$ cat config.mk
export PLATFORM = sky130hd
export DESIGN_NAME = seq_period_sel
export DESIGN_NICKNAME = d
export VERILOG_FILES = /design/src/rtl/sps_pkg.sv /design/src/rtl/sps_window.sv /design/src/rtl/sps_period_table.sv /design/src/rtl/seq_period_sel.sv
export SDC_FILE = /design/constraint.sdc
export NUM_CORES = 1
export LEC_CHECK = 0
export BUFFER_PORTS_ARGS = -buffer_cell sky130_fd_sc_hd__buf_2
export CORE_UTILIZATION = 40
export DETAILED_ROUTE_END_ITERATION = 7
export PLACE_DENSITY_LB_ADDON = 0.2
export SLEW_MARGIN = 20
export SYNTH_ARGS = -nofsm -noshare
export SYNTH_HDL_FRONTEND = slang
export SYNTH_HIERARCHICAL = 1
export SYNTH_SLANG_ARGS = --single-unit
$ cat constraint.sdc
create_clock -name clk -period 2.5 [get_ports clk]
set_input_delay 0.125 -clock clk [delete_from_list [all_inputs] [get_ports clk]]
set_output_delay 0.125 -clock clk [all_outputs]
set_load 0.01 [all_outputs]
$ cat src/rtl/sps_pkg.sv
package sps_pkg;
  typedef enum logic [1:0] {
    K_ALU    = 2'd0,
    K_MEM    = 2'd1,
    K_MULDIV = 2'd2,
    K_CTRL   = 2'd3
  } kind_e;

  typedef enum logic [1:0] {
    COL_LIGHT  = 2'd0,
    COL_HEAVY  = 2'd1,
    COL_MULDIV = 2'd2,
    COL_WORST  = 2'd3
  } col_e;
endpackage

$ cat src/rtl/sps_window.sv
module sps_window
  import sps_pkg::*;
#(
  parameter int DEPTH = 4
) (
  input  logic  clk,
  input  logic  rst,
  input  logic  in_valid,
  input  kind_e in_kind,
  input  logic  clear,
  output col_e  nxt_col,
  output logic  nxt_full
);
  localparam int CW = $clog2(DEPTH + 1);

  logic [DEPTH-1:0][1:0] hist_q, hist_d;
  logic [CW-1:0]         fill_q, fill_d;
  logic [DEPTH-1:0]      md_bit, heavy_bit;

  always_comb begin
    hist_d = hist_q;
    if (in_valid) hist_d = {hist_q[DEPTH-2:0], in_kind};
  end

  always_comb begin
    if (clear)                                  fill_d = '0;
    else if (in_valid && fill_q != CW'(DEPTH))  fill_d = fill_q + 1'b1;
    else                                        fill_d = fill_q;
  end

  // Per-slot class flags over the post-update window
  for (genvar g = 0; g < DEPTH; g++) begin : g_slot
    assign md_bit[g]    = (hist_d[g] == K_MULDIV);
    assign heavy_bit[g] = (hist_d[g] == K_MEM) || (hist_d[g] == K_CTRL);
  end

  always_comb begin
    if (|md_bit)         nxt_col = COL_MULDIV;
    else if (|heavy_bit) nxt_col = COL_HEAVY;
    else                 nxt_col = COL_LIGHT;
  end

  assign nxt_full = (fill_d == CW'(DEPTH));

  always_ff @(posedge clk) begin
    if (rst) begin
      hist_q <= '0;
      fill_q <= '0;
    end else begin
      hist_q <= hist_d;
      fill_q <= fill_d;
    end
  end

  AST_IDLE_HOLDS: assert property (@(posedge clk) disable iff (rst)
    !in_valid |=> $stable(hist_q));
  AST_MULDIV_WINS: assert property (@(posedge clk) disable iff (rst)
    (in_valid && in_kind == K_MULDIV) |-> nxt_col == COL_MULDIV);
  AST_FILL_STEP: assert property (@(posedge clk) disable iff (rst)
    (in_valid && !clear && fill_q != CW'(DEPTH)) |=> fill_q == $past(fill_q) + 1'b1);
  AST_CLEAR_EMPTY: assert property (@(posedge clk) disable iff (rst)
    clear |=> fill_q == '0);
endmodule

$ cat src/rtl/sps_period_table.sv
module sps_period_table
  import sps_pkg::*;
#(
  parameter int CORNER_W   = 4,
  parameter int PERIOD_W   = 12,
  parameter int WORST_INIT = 250,
  parameter int BIN_MID    = 6,
  parameter int MID_LIGHT  = 128,
  parameter int MID_HEAVY  = 135,
  parameter int MID_MULDIV = 140,
  parameter int BIN_LOW    = 2,
  parameter int LOW_LIGHT  = 180,
  parameter int LOW_HEAVY  = 186,
  parameter int LOW_MULDIV = 195
) (
  input  logic                clk,
  input  logic                rst,
  input  logic                we,
  input  logic [CORNER_W-1:0] wr_corner,
  input  col_e                wr_col,
  input  logic [PERIOD_W-1:0] wdata,
  input  logic [CORNER_W-1:0] rd_corner,
  input  col_e                rd_col,
  input  logic                use_table,
  output logic [PERIOD_W-1:0] period_q
);
  localparam int AW      = CORNER_W + 2;
  localparam int ENTRIES = 1 << AW;

  logic [PERIOD_W-1:0] mem [ENTRIES];
  logic [PERIOD_W-1:0] worst_q;
  logic [AW-1:0]       wr_addr, rd_addr;
  logic                tbl_wr;

  function automatic logic [PERIOD_W-1:0] seed(int idx);
    int bin = idx >> 2;
    int col = idx & 3;
    int v   = WORST_INIT;
    if (bin == BIN_MID) v = (col == 0) ? MID_LIGHT : (col == 1) ? MID_HEAVY :
                            (col == 2) ? MID_MULDIV : WORST_INIT;
    if (bin == BIN_LOW) v = (col == 0) ? LOW_LIGHT : (col == 1) ? LOW_HEAVY :
                            (col == 2) ? LOW_MULDIV : WORST_INIT;
    return PERIOD_W'(v);
  endfunction

  initial begin
    for (int i = 0; i < ENTRIES; i++) mem[i] = seed(i);
  end

  assign wr_addr = {wr_corner, wr_col};
  assign rd_addr = {rd_corner, rd_col};
  assign tbl_wr  = we && (wr_col != COL_WORST);

  always_ff @(posedge clk) begin
    if (tbl_wr) mem[wr_addr] <= wdata;
  end

  always_ff @(posedge clk) begin
    if (rst)                             worst_q <= PERIOD_W'(WORST_INIT);
    else if (we && wr_col == COL_WORST)  worst_q <= wdata;
  end

  always_ff @(posedge clk) begin
    if (rst)            period_q <= PERIOD_W'(WORST_INIT);
    else if (use_table) period_q <= mem[rd_addr];
    else                period_q <= worst_q;
  end

  AST_FALLBACK_WORST: assert property (@(posedge clk) disable iff (rst)
    !use_table |=> period_q == $past(worst_q));
  AST_WRITE_LANDS: assert property (@(posedge clk) disable iff (rst)
    tbl_wr |=> mem[$past(wr_addr)] == $past(wdata));
  AST_WORST_LOAD: assert property (@(posedge clk) disable iff (rst)
    (we && wr_col == COL_WORST) |=> worst_q == $past(wdata));
endmodule

$ cat src/rtl/seq_period_sel.sv
module seq_period_sel
  import sps_pkg::*;
#(
  parameter int DEPTH      = 4,
  parameter int CORNER_W   = 4,
  parameter int PERIOD_W   = 12,
  parameter int WORST_INIT = 250
) (
  input  logic                clk,
  input  logic                rst,
  input  logic                instr_valid,
  input  logic [1:0]          instr_kind,
  input  logic [CORNER_W-1:0] corner_code,
  input  logic                corner_ok,
  input  logic                tbl_we,
  input  logic [CORNER_W-1:0] tbl_corner,
  input  logic [1:0]          tbl_col,
  input  logic [PERIOD_W-1:0] tbl_data,
  output logic [PERIOD_W-1:0] period_req
);
  col_e nxt_col;
  logic nxt_full;

  sps_window #(.DEPTH(DEPTH)) u_window (
    .clk      (clk),
    .rst      (rst),
    .in_valid (instr_valid),
    .in_kind  (kind_e'(instr_kind)),
    .clear    (!corner_ok),
    .nxt_col  (nxt_col),
    .nxt_full (nxt_full)
  );

  sps_period_table #(
    .CORNER_W   (CORNER_W),
    .PERIOD_W   (PERIOD_W),
    .WORST_INIT (WORST_INIT)
  ) u_table (
    .clk       (clk),
    .rst       (rst),
    .we        (tbl_we),
    .wr_corner (tbl_corner),
    .wr_col    (col_e'(tbl_col)),
    .wdata     (tbl_data),
    .rd_corner (corner_code),
    .rd_col    (nxt_col),
    .use_table (nxt_full && corner_ok),
    .period_q  (period_req)
  );

  AST_REQ_HOLDS_IDLE: assert property (@(posedge clk) disable iff (rst)
    ($past(!rst) && !instr_valid && !tbl_we && corner_ok && $stable(corner_code)
     && $past(corner_ok) && $past(!tbl_we)) |=> $stable(period_req));
endmodule

==> flow_summary.toml <==
[setup_path]
cp-end-kind = "register"
cp.arrival_ns = 3.36
endpoint = "u_table/period_q[1]$_SDFF_PP1_"
critPathMaxStageDelay_ns = 0.54
cp_max_fo = 8
cp_slowest_cell = "mux4_2"
critPathTopFamily = "multiplexers"
crit_cells = 11
crit_type = "reg2reg"
cp_common_cell = "buf_12"
r2r_cells = 11
required_ns = 2.99
r2r-start = "u_window/hist_q[6]$_SDFF_PP0_"
r2r_slack_ns = -0.37
crit_start = "u_window/hist_q[6]$_SDFF_PP0_"
start_kind = "register"
crit_buf_inv = 4
crit_chain = "nor2_1, a32oi_1, buf_4, and3b_4, buf_12, buf_12, buf_12, mux4_2, mux4_2, o22ai_4, o21ai_2"
reg2reg_to = "u_table/period_q[1]$_SDFF_PP1_"

[clocking]
insertion_delay_ns = 0.62
clock_sinks = 803
cts.clk_slew.worst_paths_ns = 0.06
cts_tree = "done"
numCtsBuffers = 85
cts-root-buf = "clkbuf_16"
clockBufferDepth = 3
htreeDepth = 3

[power]
peakVddDrop_uv = 544
powerDensity_nw_per_um2 = 782
swShare_pct = 21.6
clkPwrFrac_pct = 40.0
internal_power_w = 0.0232
power_frac_comb_pct = 8.5
seqPwrFrac_pct = 51.4
power.total_w = 0.0295
switchingPower_w = 0.00637
cellLeakagePower_nw = 12.8

[die]
rows = 101
die_y_um = 281
start_util_pct = 40.7
die_area_um2 = 78700
io_pins = 41
die_x_um = 281
placeableCoreArea_um2 = 76300

[yosys]
synth_cells = 1525
synth_top_area_share_pct = 74.3
synth_cell_type_count = 44
ys_seq_area_share_pct = 76.6
async_flop_share_pct = 0
ys_warn_count = 6
synth-edff-count = 768
synth.most_common_cell = "edfxtp_1"
netlist_top_cells_area = "edfxtp_1, mux4_2, dfxtp_1, mux2i_1, mux2_2"
synth_seq_cells = 803
synth_area_per_cell_um2 = 20.4
ys.flop_type = "edfxtp_1"
yosys-top-cells-count = "edfxtp_1, mux4_2, mux2i_1"
netlist_area_um2 = 31000
synth_top_area_cell = "edfxtp_1"

[timing]
tns_ns = -3.70
maxSlewHeadroom_pct = 29.8
drv_slew = 0
rsz0062_at_grt = "true"
hold_violations = 0
fin_skew_ns = 0.0297
worst_pin_slew_ns = 1.05
fmax_mhz = 348
worst_slack_ns = -0.372
fin_crit_ns = 2.87
period_share_pct = 115
setup_viol = 12

[worst_hold_path]
min_path_type = "in2reg"

[global_routing]
grt_usage_pct = 19.3
grt_start_max_net_pins = 66
grt_pass1_vias = 16400
grt_pass1_wl_um = 109000
antenna_found_initial = 7
overflow = 0

[route]
via_per_inst = 5.19
antenna_left = 0
dr.pass1.iters = 5
drt_first_iter_violations = 1559
wire_per_inst_um = 24.1
routed_wl_um = 74100
drc = 0
vias = 16000

[placed_design]
port_buffers = 40
dp_hpwl_um = 47700
routabilityCongestion = 0.926

[run_status]
violations = "negative setup slack"
status = "finished, violations left"

[finish]
area_growth_pct = 21.6
layout-drive-gt1-share_pct = 30.2
fin_nets = 2008

[run]
cap_viol_max_count = 0
[power groups by stage]
stage	registers, W	logic (W)	clock network [W]
6_report	0.0152	0.00252	0.0118
5_1_grt	0.0152	0.00268	0.0126
4_1_cts	0.0152	0.00250	0.0121
3_5_place_dp	0.0155	0.00226	0
3_3_place_gp	0.0155	0.00223	0
2_1_floorplan	0.0154	0.00132	0
[worst reg2reg max path, cell delays in order, from the launching register on]
cell	delay (ns)
dfxtp_2	0.32
nor2_1	0.04
a32oi_1	0.15
buf_4	0.14
and3b_4	0.26
buf_12	0.16
buf_12	0.15
buf_12	0.14
mux4_2	0.54
mux4_2	0.54
o22ai_4	0.22
o21ai_2	0.08
[area by class of cell]
| class | instances | area [um2] |
|---|---|---|
| Antenna cell | 1 | 2.50 |
| Clock buffer | 102 | 2210 |
| Clock inverter | 49 | 385 |
| Fill cell | 6410 | 38600 |
| Inverter | 7 | 26.3 |
| Multi-Input combinational cell | 823 | 7870 |
| Sequential cell | 803 | 23800 |
| Tap cell | 1030 | 1290 |
| Timing Repair Buffer | 257 | 2190 |
[logic make-up (layout without fill, tap and decap cells)]
| group | Yosys count | in the layout | share of synthesized area [%] |
|---|---|---|---|
| mux | 266 | 266 | 15.0 |
| flops | 803 | 803 | 76.6 |
| compound gates | 162 | 162 | 3.72 |
| simple gates | 200 | 200 | 3.11 |
| buf+inv | 90 | 415 | 1.45 |
| xor+xnor | 1 | 1 | 0.0282 |
| other cells | 1 | 193 | 0.0121 |
| fa+ha+maj | 2 | 2 | 0.0806 |
[registers in the layout, indices dropped and copies added (netlist names)]
register	count
u_table/period_q	12
u_window/fill_q	3
u_table/worst_q	12
u_window/hist_q	8
u_table/mem	768
[what timing repair did]
| action | in CTS | in global routing |
|---|---|---|
| cloned | 3 | 1 |
| pin swaps | 14 | 18 |
| endpoints found under the hold margin | 25 | 0 |
| buffers inserted | 9 | 3 |
| endpoints found under the setup margin | 12 | 12 |
| hold buffers | 11 | 0 |
| gates resized for setup | 68 | 17 |
[worst min path at each step]
stage	from	end	slack [ns]	cells past startpoint
floorplan	rst	u_window/fill_q[0]$_SDFF_PP0_	0.20	1
detailed placement	instr_kind[1]	u_window/hist_q[1]$_SDFF_PP0_	0.41	3
global route	tbl_data[9]	u_table/mem[55][9]$_DFFE_PP_	0.07	1
finish	tbl_data[4]	u_table/mem[3][4]$_DFFE_PP_	0.08	1
CTS	tbl_data[9]	u_table/worst_q[9]$_SDFFE_PP0P_	0.04	3
global placement	instr_kind[1]	u_window/hist_q[1]$_SDFF_PP0_	0.39	3
[per-stage QoR]
step	cells	area, um2	setup slack (ns)	util, %	hold WS (ns)
floorplan	1716	31800	0.0378	-	0.202
global placement	2894	34400	-0.697	45.1	0.394
detailed placement	2894	34400	-0.745	45.1	0.410
CTS	3068	37600	-0.395	49.3	0.0413
global route	3072	37700	-0.450	49.4	0.0692
finish	3072	37700	-0.372	49.4	0.0781
[routing by layer]
metal / share of wire [%] / track usage (%)
met1: 44 / 27.2
met2: 46 / 30.0
met3: 6.8 / 4.45
met4: 2.5 / 5.65
met5: 0.055 / 0
[layout by cell type (no fill, tap or decap), types with 7 or more instances in the layout]
| cell type | n |
|---|---|
| buf_4 | 179 |
| nand2_1 | 48 |
| a22oi_1 | 7 |
| mux2i_1 | 65 |
| inv_1 | 7 |
| clkinv_2 | 12 |
| nor2b_1 | 26 |
| o21ai_1 | 7 |
| a211oi_1 | 19 |
| nand3b_1 | 11 |
| a22oi_2 | 11 |
| clkbuf_1 | 16 |
| dlygate4sd3_1 | 11 |
| conb_1 | 192 |
| clkinv_1 | 26 |
| edfxtp_1 | 768 |
| a22o_1 | 16 |
| o41ai_2 | 10 |
| buf_12 | 20 |
| nor3_1 | 11 |
| mux2_2 | 42 |
| clkbuf_16 | 87 |
| dfxtp_1 | 33 |
| a21oi_1 | 20 |
| nor2_1 | 61 |
| mux4_2 | 156 |
| o22ai_1 | 23 |
| buf_2 | 39 |
| nand2b_1 | 10 |
(Power assumes the default switching activity.)
